**config.mk**
```make
export PLATFORM = sky130hd
export DESIGN_NAME = pwr_seq_ctrl
export DESIGN_NICKNAME = d
export VERILOG_FILES = /design/src/rtl/pseq_pkg.sv /design/src/rtl/pseq_sync.sv /design/src/rtl/pseq_ivl.sv /design/src/rtl/pwr_seq_ctrl.sv
export SDC_FILE = /design/constraint.sdc
export NUM_CORES = 1
export LEC_CHECK = 0
export BUFFER_PORTS_ARGS = -buffer_cell sky130_fd_sc_hd__buf_2
export CORE_MARGIN = 2
export CORE_UTILIZATION = 50
export CTS_BUF_LIST = sky130_fd_sc_hd__clkbuf_16
export DETAILED_ROUTE_END_ITERATION = 16
export PLACE_DENSITY = 0.68
export SLEW_MARGIN = 20
export SYNTH_ARGS = -nofsm -noshare
export SYNTH_HDL_FRONTEND = slang
export SYNTH_SLANG_ARGS = --single-unit
```
**constraint.sdc**
```tcl
create_clock -name clk -period 6.31 [get_ports clk]
set_clock_uncertainty 0.2 [all_clocks]
set_input_delay 0 -clock clk [delete_from_list [all_inputs] [get_ports clk]]
set_output_delay 0 -clock clk [all_outputs]
set_load 0.05 [all_outputs]
```
**src/rtl/pseq_pkg.sv**
```systemverilog
package pseq_pkg;
  typedef enum logic [3:0] {
    S_OFF,
    S_SSWAIT,
    S_SSRAMP,
    S_TRKWAIT,
    S_TRKRAMP,
    S_ON,
    S_DNDLY,
    S_DNDIS,
    S_FAULT
  } pseq_st_e;
endpackage

```
**src/rtl/pseq_sync.sv**
```systemverilog
module pseq_sync #(
  parameter int W = 1,
  parameter logic [W-1:0] INIT = '0
) (
  input  logic         clk,
  input  logic         rst,
  input  logic [W-1:0] d,
  output logic [W-1:0] q
);
  logic [W-1:0] meta_q;

  always_ff @(posedge clk) begin
    if (rst) begin
      meta_q <= INIT;
      q      <= INIT;
    end else begin
      meta_q <= d;
      q      <= meta_q;
    end
  end
endmodule

```
**src/rtl/pseq_ivl.sv**
```systemverilog
module pseq_ivl #(
  parameter int TICK_CYC = 1000,
  parameter int MS       = 25
) (
  input  logic clk,
  input  logic rst,
  input  logic clr,
  output logic done
);
  localparam int SW = $clog2(TICK_CYC + 1);
  localparam int MW = $clog2(MS + 2);

  logic [SW-1:0] sub_q;
  logic [MW-1:0] ms_q;

  always_ff @(posedge clk) begin
    if (rst || clr) begin
      sub_q <= '0;
      ms_q  <= '0;
    end else if (ms_q != MW'(MS)) begin
      if (sub_q == SW'(TICK_CYC - 1)) begin
        sub_q <= '0;
        ms_q  <= ms_q + 1'b1;
      end else begin
        sub_q <= sub_q + 1'b1;
      end
    end
  end

  assign done = (ms_q == MW'(MS));
endmodule

```
**src/rtl/pwr_seq_ctrl.sv**
```systemverilog
module pwr_seq_ctrl
  import pseq_pkg::*;
#(
  parameter int NCH       = 4,
  parameter int TICK_CYC  = 100000,
  parameter int SEAT_MS   = 25,
  parameter int LIMIT_MS  = 200,
  parameter int OFFDLY_MS = 10
) (
  input  logic           clk,
  input  logic           rst,
  input  logic           pwr_req_n,
  input  logic           seated_n,
  input  logic           fs_in_n,
  input  logic           lag_in_n,
  input  logic           limit_en,
  input  logic           pump_rdy,
  input  logic [NCH-1:0] trk_cfg,
  input  logic [NCH-1:0] bus_ok,
  input  logic [NCH-1:0] card_ok,
  input  logic [NCH-1:0] gate_full,
  input  logic [NCH-1:0] card_gnd,
  input  logic [NCH-1:0] ch_lag,
  output logic [NCH-1:0] ramp_en_o,
  output logic [NCH-1:0] clamp_o,
  output logic           fs_drv_o,
  output logic           lag_drv_o,
  output logic           trk_done_o,
  output logic           pwr_done_o
);
  localparam int FW = 1 + 5 * NCH;

  // input synchronisers
  logic [3:0]    ctl_q;
  logic [FW-1:0] flg_q;
  logic req_s, seat_s, fs_s, lagl_s, pump_s;
  logic [NCH-1:0] bus_s, cok_s, gfull_s, gnd_s, chlag_s;

  pseq_sync #(.W(4), .INIT(4'hF)) ctl_sync_i (
    .clk(clk), .rst(rst),
    .d({pwr_req_n, seated_n, fs_in_n, lag_in_n}), .q(ctl_q));
  pseq_sync #(.W(FW), .INIT('0)) flg_sync_i (
    .clk(clk), .rst(rst),
    .d({pump_rdy, bus_ok, card_ok, gate_full, card_gnd, ch_lag}), .q(flg_q));

  assign {req_s, seat_s, fs_s, lagl_s} = ctl_q;
  assign {pump_s, bus_s, cok_s, gfull_s, gnd_s, chlag_s} = flg_q;

  pseq_st_e st_q, st_d;
  logic in_up;
  assign in_up = (st_q inside {S_SSWAIT, S_SSRAMP, S_TRKWAIT, S_TRKRAMP});

  // interval timers
  logic seat_ok, lim_hit, dly_done;
  pseq_ivl #(.TICK_CYC(TICK_CYC), .MS(SEAT_MS)) seat_ivl_i (
    .clk(clk), .rst(rst), .clr(seat_s), .done(seat_ok));
  pseq_ivl #(.TICK_CYC(TICK_CYC), .MS(LIMIT_MS)) lim_ivl_i (
    .clk(clk), .rst(rst), .clr(!in_up), .done(lim_hit));
  pseq_ivl #(.TICK_CYC(TICK_CYC), .MS(OFFDLY_MS)) dly_ivl_i (
    .clk(clk), .rst(rst), .clr(st_q != S_DNDLY), .done(dly_done));

  // per-channel conditions
  logic ss_src_ok, ss_fin, trk_src_ok, trk_fin, trk_gnd, own_lag, pause;
  logic [NCH-1:0] soft_m, hi_m;
  assign soft_m     = ~trk_cfg;
  assign ss_src_ok  = &(bus_s | trk_cfg);
  assign ss_fin     = &((gfull_s & cok_s) | trk_cfg);
  assign trk_src_ok = &(bus_s | soft_m);
  assign trk_fin    = &(gfull_s | soft_m);
  assign trk_gnd    = &(gnd_s | soft_m);
  assign own_lag    = |(chlag_s & trk_cfg);
  assign pause      = !lagl_s || own_lag;

  always_comb begin
    hi_m = '0;
    for (int i = 0; i < NCH; i++) begin
      if (trk_cfg[i]) begin
        hi_m    = '0;
        hi_m[i] = 1'b1;
      end
    end
  end

  // sequencing
  always_comb begin
    st_d = st_q;
    if (st_q == S_OFF) begin
      if (!req_s && fs_s && seat_ok) st_d = S_SSWAIT;
    end else if (st_q == S_FAULT) begin
      if (req_s) st_d = S_OFF;
    end else if (!fs_s) begin
      st_d = S_OFF;
    end else if (in_up && (req_s || seat_s)) begin
      st_d = S_OFF;
    end else if (in_up && limit_en && lim_hit) begin
      st_d = S_FAULT;
    end else begin
      case (st_q)
        S_SSWAIT:  if (ss_src_ok && pump_s) st_d = S_SSRAMP;
        S_SSRAMP:  if (ss_fin) st_d = S_TRKWAIT;
        S_TRKWAIT: if (trk_src_ok) st_d = S_TRKRAMP;
        S_TRKRAMP: if (trk_fin) st_d = S_ON;
        S_ON:      if (req_s || seat_s) st_d = S_DNDLY;
        S_DNDLY:   if (dly_done) st_d = S_DNDIS;
        S_DNDIS:   if (trk_gnd) st_d = S_OFF;
        default:   st_d = S_OFF;
      endcase
    end
  end

  // output decode from the next state
  logic [NCH-1:0] ramp_d, clamp_d;
  genvar g;
  generate
    for (g = 0; g < NCH; g++) begin : g_ch
      always_comb begin
        case (st_d)
          S_SSRAMP, S_TRKWAIT: ramp_d[g] = soft_m[g];
          S_TRKRAMP:           ramp_d[g] = soft_m[g] || !pause;
          S_ON, S_DNDLY:       ramp_d[g] = 1'b1;
          S_DNDIS:             ramp_d[g] = !hi_m[g];
          default:             ramp_d[g] = 1'b0;
        endcase
        clamp_d[g] = (st_d == S_OFF) || (st_d == S_FAULT);
      end
    end
  endgenerate

  always_ff @(posedge clk) begin
    if (rst) begin
      st_q       <= S_OFF;
      ramp_en_o  <= '0;
      clamp_o    <= '1;
      fs_drv_o   <= 1'b0;
      lag_drv_o  <= 1'b0;
      trk_done_o <= 1'b0;
      pwr_done_o <= 1'b0;
    end else begin
      st_q       <= st_d;
      ramp_en_o  <= ramp_d;
      clamp_o    <= clamp_d;
      fs_drv_o   <= (st_d == S_FAULT);
      lag_drv_o  <= (st_d == S_TRKRAMP) && own_lag;
      trk_done_o <= (st_d inside {S_ON, S_DNDLY, S_DNDIS});
      pwr_done_o <= (st_d == S_ON);
    end
  end
endmodule

```
Yosys cells after proc, flatten, opt, wreduce, memory -nomap -nowiden
Index checks and enable logic that the tools add are counted.

Reductions and logical operators: 40. $add $sub $neg: 6. Bitwise operators: 8. Muxes and demuxes: 26. Eq/ne operators: 25.

Operators by type and width (count): two-way mux 4 bit (17); adder 17 x 1 -> 17 bit, second input constant (3); == test 17 bit, second input constant (3); two-way mux 17 bit (3); == test 4 x 3 -> 1 bit, second input constant (8); case mux 4 bit (7 select lines) (1); bitwise OR 4 bit (5); AND reduction 4 bit (5); == test 4 x 2 -> 1 bit, second input constant (4); case mux 1 bit (4 select lines) (4); == test 4 bit, second input constant (3); logical OR 1 bit (10); adder 8 x 1 -> 8 bit, second input constant (1); bitwise AND 4 bit (2); == test 8 bit, second input constant (1); logical NOT 1 bit (8); logical NOT 4 bit (2); != test 8 bit, second input constant (1); logical AND 1 bit (7); AND reduction 2 bit (3); adder 5 x 1 -> 5 bit, second input constant (1); == test 5 bit, second input constant (1); != test 5 bit, second input constant (1); adder 4 x 1 -> 4 bit, second input constant (1); other kinds (9) (10).

Bits of input ports: 32. Output and inout port bits: 12. Bits in registers: 131.

Depth between registers and ports, before layout
Word-level depth: 13. Depth in mapped cells: 11. Depth with buffers taken out: 9.

By module
Synthesis repeated with hierarchy kept, for this count alone.

Cells, all modules: 618. Area total of the unflattened synthesis: 5805.6 um^2.

Modules (own cells, without submodules): pseq_ivl (lim_ivl_i) (instances 1, cells each 146, area an instance 1292.5 um^2); pseq_sync (flg_sync_i) (instances 1, cells each 88, area an instance 1123.6 um^2); pseq_ivl (seat_ivl_i) (instances 1, cells each 127, area an instance 1101.1 um^2); pseq_ivl (dly_ivl_i) (instances 1, cells each 117, area an instance 1069.8 um^2); pwr_seq_ctrl (instances 1, cells each 124, area an instance 1008.5 um^2); pseq_sync (ctl_sync_i) (instances 1, cells each 16, area an instance 210.2 um^2).

Least setup slack after synthesis
OpenSTA, ideal clock, no wires.

Kind: register to register. Start: reg seat_ivl_i.ms_q[1]. End: reg seat_ivl_i.sub_q[12]. Library setup time: 115 ps. Required time: 5995 ps. Arrival time: 2028 ps. Slack: 3967 ps. Cell stages (with the launch flop): 11. Cells stage by stage: dfxtp_1 > inv_1 > ha_1 > and4b_1 > nor3_1 > and3_1 > clkbuf_1 > or2_2 > buf_2 > buf_4 > nor2_1.

Longest elaborated chain between the ends: 1.

RTL lines: start, declared (line pseq_ivl.sv:14) `logic [MW-1:0] ms_q;`; start signal, assigned (line pseq_ivl.sv:23) `ms_q <= ms_q + 1'b1;`; != test 5 bit (line pseq_ivl.sv:20) `end else if (ms_q != MW'(MS)) begin`; end signal, assigned (line pseq_ivl.sv:25) `sub_q <= sub_q + 1'b1;`; end, declared (line pseq_ivl.sv:13) `logic [SW-1:0] sub_q;`.

No other way between the ends. A chain may end at the register's enable or synchronous reset.

Worst setup path in the final report
Start: reg lim_ivl_i.ms_q[0]. End: reg ramp_en_o[1].

Longest elaborated chain between the ends: 10. Elaborated cells on any way between the ends: 16. Those cells by class: eq/ne (7); mux (6); reduce/logical (3).

RTL lines: start, declared (line pseq_ivl.sv:14); start signal, assigned (line pseq_ivl.sv:23); == test 8 bit (*) (line pseq_ivl.sv:30) `assign done = (ms_q == MW'(MS));`; logical AND 1 bit (*) (line pwr_seq_ctrl.sv:95) `end else if (in_up && limit_en && lim_hit) begin`; two-way mux 4 bit (*) (line pwr_seq_ctrl.sv:95); two-way mux 4 bit (*) (line pwr_seq_ctrl.sv:93) `end else if (in_up && (req_s || seat_s)) begin`; two-way mux 4 bit (*) (line pwr_seq_ctrl.sv:91) `end else if (!fs_s) begin`; two-way mux 4 bit (*) (line pwr_seq_ctrl.sv:89) `end else if (st_q == S_FAULT) begin`; two-way mux 4 bit (*) (line pwr_seq_ctrl.sv:87) `if (st_q == S_OFF) begin`; == test 4 x 3 -> 1 bit / == test 4 x 2 -> 1 bit (equally long branches) (line pwr_seq_ctrl.sv:117) `case (st_d)`; OR reduction 2 bit (line pwr_seq_ctrl.sv:117); case mux 1 bit (4 select lines) (*) (line pwr_seq_ctrl.sv:117); end signal, assigned (line pwr_seq_ctrl.sv:140) `ramp_en_o <= ramp_d;`; end, declared (line pwr_seq_ctrl.sv:24) `output logic [NCH-1:0] ramp_en_o,`.

Mark *: on every way between the ends. The rest lies on a longest branch, timed or not.

==> results.txt <==
Status -> completed
Core Box Area -> 10420 µm²
Synth Register Bits -> 131
# port buffers -> 43
Reg-to-Reg End -> ramp_en_o[1]$_SDFF_PP0_
Synth area leaders -> dfxtp_1, xor2_1, nor2b_1
Die height -> 107.8 µm
Min-Delay Path Class -> input pin to register
Grt met1 use -> 23.41%
Post-Syn Area -> 5389 µm²
Worst setup SP type -> register
Initial antenna violation count -> 0
Worst setup path endpoint -> ramp_en_o[1]$_SDFF_PP0_
Worst Path Arrival -> 3.36 ns
Drt first pass iters -> 5
Max Clk Rate -> 0.3068 GHz
TritonCTS clock tree -> done
Slew Viols, Final -> 0
DRC errors left -> 0
Most crowded layer after global routing -> met2
# diodes -> 0
CTS Sinks -> 131
Via count of the routed design -> 4019
WL/cell -> 12.56 µm
Worst Path Class, Setup -> register to register
# IOs -> 44
Clock Power Share -> 50.2%
Synth async-reset ratio -> 0%
Part of the power in registers -> 46.8%
Most frequent cell after synthesis -> dfxtp_1
Register area share after synthesis -> 48.66%
Share of the synthesized area in the top cell type -> 48.66%
CP startpoint -> lim_ivl_i.ms_q[0]$_SDFFE_PP0P_
GPL Wtd Cong -> 0.7623
R2R depth -> 9
Hold-fix buffers, CTS -> 32
First-pass GRT wire length -> 17370 µm
Switching share of total power -> 21.64%
Cells after Synth -> 574
CP Data Required Time -> 6.41 ns
Storage cell area -> 2623 µm²
Syn Area/Cell -> 9.388 µm²
Vias in the first global route -> 3899
Row count -> 37
Sw power -> 391.3 µW
Starting Density -> 51.74%
Ys Warns -> 0
Power Density -> 278.9 nW/µm²
Final period utilization -> 51.66%
Gr usage total -> 18.86%
Final net count -> 682
DR iter-0 viols -> 157
Worst R2R Setup Slack -> 3.05 ns
Leak pwr -> 2.355 nW
RSZ-0062 raised after global routing -> false
Multi-input gate area -> 2567 µm²
ANT nets after route -> 0
Combinational Power Share -> 3.0%
Post-Route WL -> 9925 µm
CTS buffer count -> 17
# fillers -> 884
Longest Clk Path Bufs -> 2
Worst slew margin -> 38.59%
M2 GR Usage -> 30.82%
Count of final hold-check violations -> 0
CP Capture Type -> register
Grt total ovfl -> 0
Final HPWL DP -> 6495 µm
Final hold slack -> 0.02665 ns
Prevailing post-synth register cell -> dfxtp_1
Synthesis-to-layout area growth -> 20.32%
Setup-failing EPs final -> 0
H-tree levels -> 4
Distinct cells, synth -> 60
Die area -> 11620 µm²
Largest net degree at the start of global routing -> 62
Worst Max-Slew Pin Slew -> 0.9211 ns
Worst skew pair latency -> 0.41 ns
Max-cap violation count -> 0
Met3 usage -> 5.145%
Die W -> 107.8 µm
Max VDD drop -> 0.0002338 V
CTS clk-pin slew, worst paths -> 0.06 ns
Syn_nets -> 615
DR vias/cell -> 5.087
Top cells by count, synth -> dfxtp_1, nor2_1, nor2b_1
Area leader, netlist -> dfxtp_1
Cts repair resizes -> 0
Worst reg2reg startpoint -> lim_ivl_i.ms_q[0]$_SDFFE_PP0P_
Pint -> 1.417 mW
Post-synth EDFFs -> 0
Fin crit period -> 3.260 ns
Ratio of cells with drive above 1 in the final layout -> 14.53%
Setup bufs post-CTS -> 0
Crit-path max FO -> 9
CTS root buf -> clkbuf_16
Total negative slack -> 0 ns
logic make-up (layout without fill, tap and decap cells):
logic type      Yosys count  after routing  share of synthesized area, %
simple gates            288            288                         29.44
flops                   131            131                         48.67
xor+xnor                 59             59                         9.589
compound gates           49             49                         6.153
buf+inv                  36            116                         3.692
fa+ha+maj                 9              9                         2.090
mux                       2              2                        0.3715
layout by cell type, fill, tap and decap left out, types with 5 or more instances in the layout:
cell type / netlist / layout
or3_1: 9 / 9
nor2_1: 76 / 76
inv_6: 0 / 5
xnor2_1: 19 / 19
and3_1: 15 / 15
buf_2: 6 / 43
dfxtp_1: 131 / 131
clkbuf_16: 0 / 17
o21ai_0: 6 / 6
dlygate4sd3_1: 0 / 32
nand2_1: 34 / 34
nor3_1: 11 / 11
nand2b_1: 10 / 10
nor2b_1: 46 / 46
nand3_1: 22 / 22
a21oi_1: 14 / 14
or2_2: 11 / 11
nand4_1: 20 / 20
ha_1: 9 / 9
inv_1: 9 / 9
xor2_1: 40 / 40
metal layers:
layer / part of all wire, % / vias to the layer above
li1: - / 2084
met1: 47 / 1859
met2: 49 / 62
met3: 2.6 / 14
met4: 1.4 / 0
met5: 0 / -
worst max-delay path, stage by stage (launching register included):
cell and delay, ns:
dfxtp_1 0.33, inv_1 0.06, ha_1 0.14, nand4b_1 0.15
or4b_1 0.75, o31ai_1 0.49, o22a_1 0.20, or3_1 0.22
a31oi_1 0.07, dlygate4sd3_1 0.56
power groups by stage:
stage,registers (mW),clock network [mW],logic (mW)
detailed placement,0.864,0,0.0389
global placement,0.864,0,0.0378
global route,0.848,0.967,0.0598
finish,0.847,0.908,0.0535
CTS,0.846,0.924,0.0531
floorplan,0.863,0,0.0237
flip-flops by register name (all words and copies together) (netlist names):
signal and flops:
flg_sync_i.meta_q 21, flg_sync_i.q 21, dly_ivl_i.sub_q 17, lim_ivl_i.sub_q 17, seat_ivl_i.sub_q 17, lim_ivl_i.ms_q 8, seat_ivl_i.ms_q 5, ctl_sync_i.meta_q 4
ctl_sync_i.q 4, dly_ivl_i.ms_q 4, ramp_en_o 4, st_q 4, clamp_o 1, fs_drv_o 1, lag_drv_o 1, pwr_done_o 1
trk_done_o 1
through the flow:
step	utilization, %	worst slack (ns)	total power, mW	instance area (µm²)	cells
6_report	62.25	3.050	1.808	6484	790
5_1_grt	62.25	2.826	1.875	6484	790
4_1_cts	62.25	3.077	1.824	6484	790
3_5_place_dp	53.85	3.370	0.9033	5609	726
3_3_place_gp	53.85	3.490	0.9020	5609	726
2_1_floorplan	-	3.967	0.8869	5389	574
final cells by class:
class | instances | share of cell area, %
Multi-Input combinational cell | 407 | 39.60
Tap cell | 136 | 2.624
Timing Repair Buffer | 75 | 8.259
Sequential cell | 131 | 40.45
Clock inverter | 15 | 1.988
Clock buffer | 17 | 6.561
Inverter | 9 | 0.5210
worst min-delay path by stage:
stage	startpoint	to	slack (ns)	cells after the start
2_1_floorplan	trk_cfg[3]	ramp_en_o[3]$_SDFF_PP0_	-0.11	1
3_3_place_gp	lag_in_n	ctl_sync_i.meta_q[0]$_SDFF_PP1_	-0.02	2
3_5_place_dp	seated_n	ctl_sync_i.meta_q[2]$_SDFF_PP1_	-0.01	2
4_1_cts	rst	flg_sync_i.meta_q[20]$_SDFF_PP0_	0.03	2
5_1_grt	rst	flg_sync_i.meta_q[19]$_SDFF_PP0_	0.08	2
6_report	rst	flg_sync_i.meta_q[10]$_SDFF_PP0_	0.03	2
No activity file was read; power rests on OpenSTA's default activity.
